## src/rtl/rxo_pkg.sv

```systemverilog
package rxo_pkg;
   typedef enum logic [1:0] {
      ST_IDLE  = 2'd0,
      ST_START = 2'd1,
      ST_DATA  = 2'd2,
      ST_STOP  = 2'd3
   } rx_state_t;
endpackage

```

## src/rtl/rxo_sync.sv

```systemverilog
module rxo_sync #(
   parameter int STAGES = 2
) (
   input  logic clk,
   input  logic rst_n,
   input  logic din,
   output logic dout
);
   if (STAGES < 2) begin : g_bad_stages
      $error("rxo_sync: STAGES must be at least 2");
   end

   logic [STAGES-1:0] chain;

   for (genvar i = 0; i < STAGES; i++) begin : g_stage
      if (i == 0) begin : g_first
         always_ff @(posedge clk) begin
            if (!rst_n) chain[0] <= 1'b1;
            else        chain[0] <= din;
         end
      end else begin : g_next
         always_ff @(posedge clk) begin
            if (!rst_n) chain[i] <= 1'b1;
            else        chain[i] <= chain[i-1];
         end
      end
   end

   assign dout = chain[STAGES-1];
endmodule

```

## src/rtl/rxo_core.sv

```systemverilog
module rxo_core
   import rxo_pkg::*;
#(
   parameter int DATA_W = 8,
   parameter int OVS    = 16,
   localparam int CNT_W = $clog2(OVS),
   localparam int IDX_W = $clog2(DATA_W + 1)
) (
   input  logic              clk,
   input  logic              rst_n,
   input  logic              tick,
   input  logic              line,
   output logic              done,
   output logic              stop_ok,
   output logic [DATA_W-1:0] shreg,
   output rx_state_t         state,
   output logic [CNT_W-1:0]  cnt
);
   localparam logic [CNT_W-1:0] HALF_LAST = CNT_W'(OVS/2 - 1);
   localparam logic [CNT_W-1:0] FULL_LAST = CNT_W'(OVS - 1);
   localparam logic [IDX_W-1:0] IDX_LAST  = IDX_W'(DATA_W - 1);

   logic             line_q;
   logic [IDX_W-1:0] idx;

   assign done    = tick && (state == ST_STOP) && (cnt == FULL_LAST);
   assign stop_ok = line;

   always_ff @(posedge clk) begin
      if (!rst_n) begin
         state  <= ST_IDLE;
         cnt    <= '0;
         idx    <= '0;
         shreg  <= '0;
         line_q <= 1'b1;
      end else if (tick) begin
         line_q <= line;
         unique case (state)
            ST_IDLE: begin
               cnt <= '0;
               if (line_q && !line) state <= ST_START;
            end
            ST_START: begin
               if (cnt == HALF_LAST) begin
                  cnt   <= '0;
                  idx   <= '0;
                  state <= line ? ST_IDLE : ST_DATA;
               end else begin
                  cnt <= cnt + 1'b1;
               end
            end
            ST_DATA: begin
               if (cnt == FULL_LAST) begin
                  cnt   <= '0;
                  shreg <= {line, shreg[DATA_W-1:1]};
                  idx   <= idx + 1'b1;
                  if (idx == IDX_LAST) state <= ST_STOP;
               end else begin
                  cnt <= cnt + 1'b1;
               end
            end
            ST_STOP: begin
               if (cnt == FULL_LAST) begin
                  cnt   <= '0;
                  state <= ST_IDLE;
               end else begin
                  cnt <= cnt + 1'b1;
               end
            end
            default: state <= ST_IDLE;
         endcase
      end
   end
endmodule

```

## src/rtl/rxo_hold.sv

```systemverilog
module rxo_hold #(
   parameter int DATA_W = 8
) (
   input  logic              clk,
   input  logic              rst_n,
   input  logic              done,
   input  logic              stop_ok,
   input  logic [DATA_W-1:0] din,
   input  logic              rd_strobe,
   output logic [DATA_W-1:0] rx_data,
   output logic              rx_ready,
   output logic              frame_err,
   output logic              overrun
);
   always_ff @(posedge clk) begin
      if (!rst_n) begin
         rx_data   <= '0;
         rx_ready  <= 1'b0;
         frame_err <= 1'b0;
         overrun   <= 1'b0;
      end else if (done) begin
         rx_data   <= din;
         rx_ready  <= 1'b1;
         frame_err <= ~stop_ok;
         overrun   <= (rx_ready | overrun) & ~rd_strobe;
      end else if (rd_strobe) begin
         rx_ready <= 1'b0;
         overrun  <= 1'b0;
      end
   end
endmodule

```

## src/rtl/oversampled_rx.sv

```systemverilog
module oversampled_rx
   import rxo_pkg::*;
#(
   parameter int DATA_W      = 8,
   parameter int OVS         = 16,
   parameter int SYNC_STAGES = 2,
   localparam int CNT_W      = $clog2(OVS)
) (
   input  logic              clk,
   input  logic              rst_n,
   input  logic              tick,
   input  logic              rxd,
   input  logic              rd_strobe,
   output logic [DATA_W-1:0] rx_data,
   output logic              rx_ready,
   output logic              frame_err,
   output logic              overrun
);
   if (OVS < 4 || (OVS % 2) != 0) begin : g_bad_ovs
      $error("oversampled_rx: OVS must be even and at least 4");
   end
   if (DATA_W < 1) begin : g_bad_width
      $error("oversampled_rx: DATA_W must be positive");
   end

   logic              line_s;
   logic              done;
   logic              stop_ok;
   logic [DATA_W-1:0] shreg;
   rx_state_t         state;
   logic [CNT_W-1:0]  cnt;

   rxo_sync #(.STAGES(SYNC_STAGES)) u_sync (
      .clk  (clk),
      .rst_n(rst_n),
      .din  (rxd),
      .dout (line_s)
   );

   rxo_core #(.DATA_W(DATA_W), .OVS(OVS)) u_core (
      .clk    (clk),
      .rst_n  (rst_n),
      .tick   (tick),
      .line   (line_s),
      .done   (done),
      .stop_ok(stop_ok),
      .shreg  (shreg),
      .state  (state),
      .cnt    (cnt)
   );

   rxo_hold #(.DATA_W(DATA_W)) u_hold (
      .clk      (clk),
      .rst_n    (rst_n),
      .done     (done),
      .stop_ok  (stop_ok),
      .din      (shreg),
      .rd_strobe(rd_strobe),
      .rx_data  (rx_data),
      .rx_ready (rx_ready),
      .frame_err(frame_err),
      .overrun  (overrun)
   );
endmodule

```

## config.mk

```make
export PLATFORM = sky130hd
export DESIGN_NAME = oversampled_rx
export DESIGN_NICKNAME = d
export VERILOG_FILES = /design/src/rtl/rxo_pkg.sv /design/src/rtl/rxo_sync.sv /design/src/rtl/rxo_core.sv /design/src/rtl/rxo_hold.sv /design/src/rtl/oversampled_rx.sv
export SDC_FILE = /design/constraint.sdc
export NUM_CORES = 1
export LEC_CHECK = 0
export ABC_CLOCK_PERIOD_IN_PS = 3900
export CAP_MARGIN = 20
export CELL_PAD_IN_SITES_DETAIL_PLACEMENT = 1
export CELL_PAD_IN_SITES_GLOBAL_PLACEMENT = 1
export CORE_MARGIN = 2
export CORE_UTILIZATION = 46
export DETAILED_ROUTE_END_ITERATION = 8
export GPL_ROUTABILITY_DRIVEN = 0
export PLACE_DENSITY = 0.8
export SYNTH_ARGS = -nofsm -noshare
export SYNTH_HDL_FRONTEND = slang
export SYNTH_HIERARCHICAL = 1
export SYNTH_SLANG_ARGS = --single-unit
export TNS_END_PERCENT = 1
```

## constraint.sdc

```tcl
create_clock -name clk -period 3.9 [get_ports clk]
set_input_delay 0.585 -clock clk [delete_from_list [all_inputs] [get_ports clk]]
set_output_delay 0.585 -clock clk [all_outputs]
set_load 0.1 [all_outputs]
```

* Yosys cells after proc, flatten, opt, wreduce, memory -nomap -nowiden
Index checks and enable logic that the tools add are counted.
Cells by class: add/sub/neg operators 2, equality and inequality tests 11, multiplexer cells 16, bitwise gates (word level) 4, reductions and logical operators 11
Operators with widths (number):
- $mux W4 | 4
- $mux W2 | 6
- $pmux W4 S3 | 1
- $add A4 B1 Y4 const B | 2
- $eq A4 B3 Y1 const B | 2
- $ne A2 B1 Y1 const B | 4
- $pmux W2 S4 | 1
- $pmux W4 S2 | 1
- $reduce_and A6 Y1 | 1
- $eq A2 B2 Y1 const B | 2
- $eq A4 B4 Y1 const B | 1
- $reduce_and A4 Y1 | 1
- $reduce_bool A2 Y1 | 2
- $logic_and A1 B1 Y1 | 3
- $mux W1 | 3
- $reduce_and A3 Y1 | 1
- $eq A2 B1 Y1 const B | 1
- $logic_not A2 Y1 | 1
- $ne A2 B2 Y1 const B | 1
- $not A1 Y1 | 2
- $reduce_or A2 Y1 | 1
- $and A1 B1 Y1 | 1
- $logic_not A1 Y1 | 1
- $or A1 B1 Y1 | 1
Word-level totals: register bits 32, input port bits 5, output and inout port bits 11, word-level logic and storage cells 55

* Longest topological paths before layout
word-level depth 4, depth in mapped cells 7, gate-level depth less buffers 6

* Cells and area by module
The synthesis kept the hierarchy.
By module, submodules not included:
- rxo_core | instances 1, cells each 102, area an instance 972.2 µm², seq. area each 380.4 µm²
- rxo_hold | instances 1, cells each 35, area an instance 414.1 µm², seq. area each 220.2 µm²
- rxo_sync | instances 1, cells each 4, area an instance 52.6 µm², seq. area each 40.0 µm²

* Least setup slack after synthesis
OpenSTA, ideal clock, no wires.
kind input to register, start point input tick, end point register u_hold.rx_data[0], setup time 0.120 ns, arrival time 1.797 ns, data required time 3.780 ns, setup slack 1.983 ns, stages on the path 7, buffers on the path 2, cells stage by stage buf_6 > and3_2 > nand2_1 > nor3_1 > buf_6 > mux2i_1 > nor2b_1
On the way: word-level cells in the longest chain between the ends 2
Ends and longest elaborated chain:
- start: declaration | RTL line oversampled_rx.sv:11 | input logic tick,
- $logic_and A1 B1 Y1 (2 in series) | RTL line rxo_core.sv:26 | assign done = tick && (state == ST_STOP) && (cnt == FULL_LAST);
- net done | RTL line oversampled_rx.sv:27 | logic done;
- end signal: assignment | RTL line rxo_hold.sv:22 | rx_data <= din;
- end: declaration | RTL line rxo_hold.sv:10 | output logic [DATA_W-1:0] rx_data,
The timed path passes the listed nets, and every way through them passes these cells. A chain may end at the register's enable or synchronous reset.

* Worst setup path after layout
start point register u_hold.rx_data[2], end point output rx_data[2]
RTL lines:
- end: declaration | RTL line oversampled_rx.sv:14 | output logic [DATA_W-1:0] rx_data,
No word-level cell between the ends.

==> out/results.txt <==
initial antenna violation count -> 0
Clock Sinks -> 32
I/O pins -> 16
CP startpoint kind -> register
Leak -> 0.5566 nW
setup bufs post-CTS -> 0
clk_skew -> 4.702 ps
top cells by area, synth -> dfxtp_1 (45%), mux2i_1 (13%), nor2b_1 (8.3%)
min cycle time layout -> 2427 ps
fmax -> 0.4121 GHz
vias per cell -> 5.402
number of synthesized register bits -> 32
most frequent cells in the layout -> dfxtp_1 (32), mux2i_1 (19), nor2b_1 (19), clkdlybuf4s50_1 (15), nand2_1 (8)
post-cts sizing count -> 0
Fin. Hold Viols -> 0
pwr dens -> 363.3 nW/um2
ant diodes -> 0
status -> complete, no violations
worst-path fanout max -> 2
WS Path Type -> reg2out
Least-Margin Pin Slew -> 991.2 ps
Top delay family on crit path -> buffers and inverters
Post-DP Area -> 1570 um2
clock buffer depth -> 2
Via Count -> 1021
hold_buf cts -> 0
CTS Root Buffer Type -> clkbuf_4
crit-path max cell delay -> 1160 ps
fin crit share -> 62.22%
largest net degree at the start of global routing -> 33
CTS tree -> built
layout cells sized above 1 -> 10.90%
Tot GR Track Use -> 17.62%
Reg clk slew, reported paths -> 90 ps
grt total ovfl -> 0
largest area contributor in the netlist -> dfxtp_1
commonest non-fill, non-tap cell in the layout -> dfxtp_1
CP endpoint kind -> output pin
DRC violations left -> 0
fin area -> 1647 um2
Post-synth EDFFs -> 0
Die Ht -> 59.93 um
Initial Util -> 47.92%
Seq pwr share -> 55.5%
die span in x -> 59.93 um
Max-slew headroom -> 33.71%
Combinational Power Share -> 3.6%
RSZ-0062 raised after global routing -> false
distinct cell type count after synthesis -> 37
P_int -> 0.0004756 W
switching share of power -> 20.49%
syn nets -> 148
first-pass GRT wire length -> 4.657 mm
post-route ant nets -> 0
worst skew pair latency -> 330 ps
cell count after synthesis -> 141
drt initial violations -> 32
share of the synthesized area in the top cell type -> 44.52%
Max Cap Viol -> 0
Nets -> 162
number of buffers created by CTS -> 5
clock share of power -> 40.9%
vias in the first global route -> 1054
Row Count -> 20
setup violators final -> 0
total detailed-routing wirelength -> 2.809 mm
fill count -> 333
Critical Path AT -> 1840 ps
WP data required -> 3310 ps
die footprint -> 3592 um2
CP bufs+invs -> 1
Hold WC Path Type -> reg2reg
Syn-to-layout area delta -> 14.43%
Core Area -> 3003 um2
Seq/Total Area, Yosys -> 44.52%
NetSw -> 0.0001226 W
Slowest cell on crit path -> clkdlybuf4s50_1
Netlist Area Pre-Place -> 1439 um2
async set or reset register ratio after synthesis -> 0%
peak supply drop -> 0.1600 mV
drt pass-1 iters -> 4
worst path cell trace -> clkdlybuf4s50_1
total power -> 0.0005982 W
dpl hpwl -> 1.992 mm
Buffers on Ports -> 15
Cells after DPL -> 181
final max-slew violation count -> 0
Avg WL per Cell -> 14.86 um
htree depth -> 2
synth warn -> 6
non-filler instance count after layout -> 189
top_reg_cell synth -> dfxtp_1
setup TNS -> 0 ps
syn_area_per_cell -> 10.20 um2
worst paths after layout:
kind	start	cells past startpoint	slack, ps	to
worst max register to register	u_core/cnt[0]	7	2100	u_hold/rx_data[6]
worst max-delay path	u_hold/rx_data[2]	1	1470	rx_data[2]
worst min-delay path	u_sync/chain[0]	1	420	u_sync/dout
worst min register to register	u_sync/chain[0]	1	420	u_sync/dout
cells by family after synthesis:
| family | after synthesis | share of synthesized area, % |
|---|---|---|
| flops | 32 | 44.52 |
| xor+xnor | 3 | 1.826 |
| compound gates | 19 | 10.09 |
| simple gates | 53 | 22.52 |
| mux | 19 | 13.22 |
| buf+inv | 13 | 6.086 |
| fa+ha+maj | 2 | 1.739 |
registers in the layout (all words and copies together) (netlist names), named ones only:
name / flops
u_core/cnt: 4
u_core/idx: 4
u_core/line_q: 1
u_core/shreg: 8
u_core/state: 1
u_hold/frame_err: 1
u_hold/overrun: 1
u_hold/rx_data: 8
u_hold/rx_ready: 1
u_sync/chain: 1
u_sync/dout: 1
layout make-up:
class / instances / area [um2] / share of cell area [%]
inverter: 4 / 15.01 / 0.9119
clock inverter: 2 / 35.03 / 2.128
multi-input combinational: 96 / 715.7 / 43.47
sequential: 32 / 640.6 / 38.91
clock buffer: 6 / 41.29 / 2.508
timing repair buffer: 16 / 157.7 / 9.574
tap: 33 / 41.29 / 2.508
metrics by stage:
| step | utilization [%] | hold slack, ps | setup slack (ps) |
|---|---|---|---|
| floorplan | - | 386.3 | 1983 |
| global placement | 52.29 | 389.6 | 1505 |
| detailed placement | 52.29 | 404.1 | 1429 |
| CTS | 54.83 | 423.2 | 1438 |
| global route | 54.83 | 441.9 | 1418 |
| finish | 54.83 | 418.2 | 1473 |
per-layer routing:
layer	global-route usage [%]	vias up	share of wire, %
met5	0	-	0
met4	8.571	0	1.2
met3	5.195	4	2.9
met2	29.81	12	50
met1	20.08	498	46
li1	-	507	-
synth_stat cells (2+ instances only):
cell,n
a21boi_1,2
a21oi_1,2
a31oi_1,2
and2_1,2
buf_4,2
buf_6,4
clkbuf_1,2
dfxtp_1,32
ha_1,2
inv_1,4
mux2i_1,19
nand2_1,8
nand2b_1,6
nand3_1,3
nor2_1,5
nor2b_1,19
nor3b_2,2
o211a_1,2
o21a_1,2
o31ai_1,2
or3_1,2
xor2_1,2
power groups by stage:
stage	logic, W	clock network (W)	registers [W]
floorplan	0.0000179	0	0.000337
global placement	0.0000216	0	0.000339
detailed placement	0.0000220	0	0.000340
CTS	0.0000220	0.000256	0.000332
global route	0.0000238	0.000264	0.000333
finish	0.0000217	0.000245	0.000332
(Power assumes the default switching activity.)
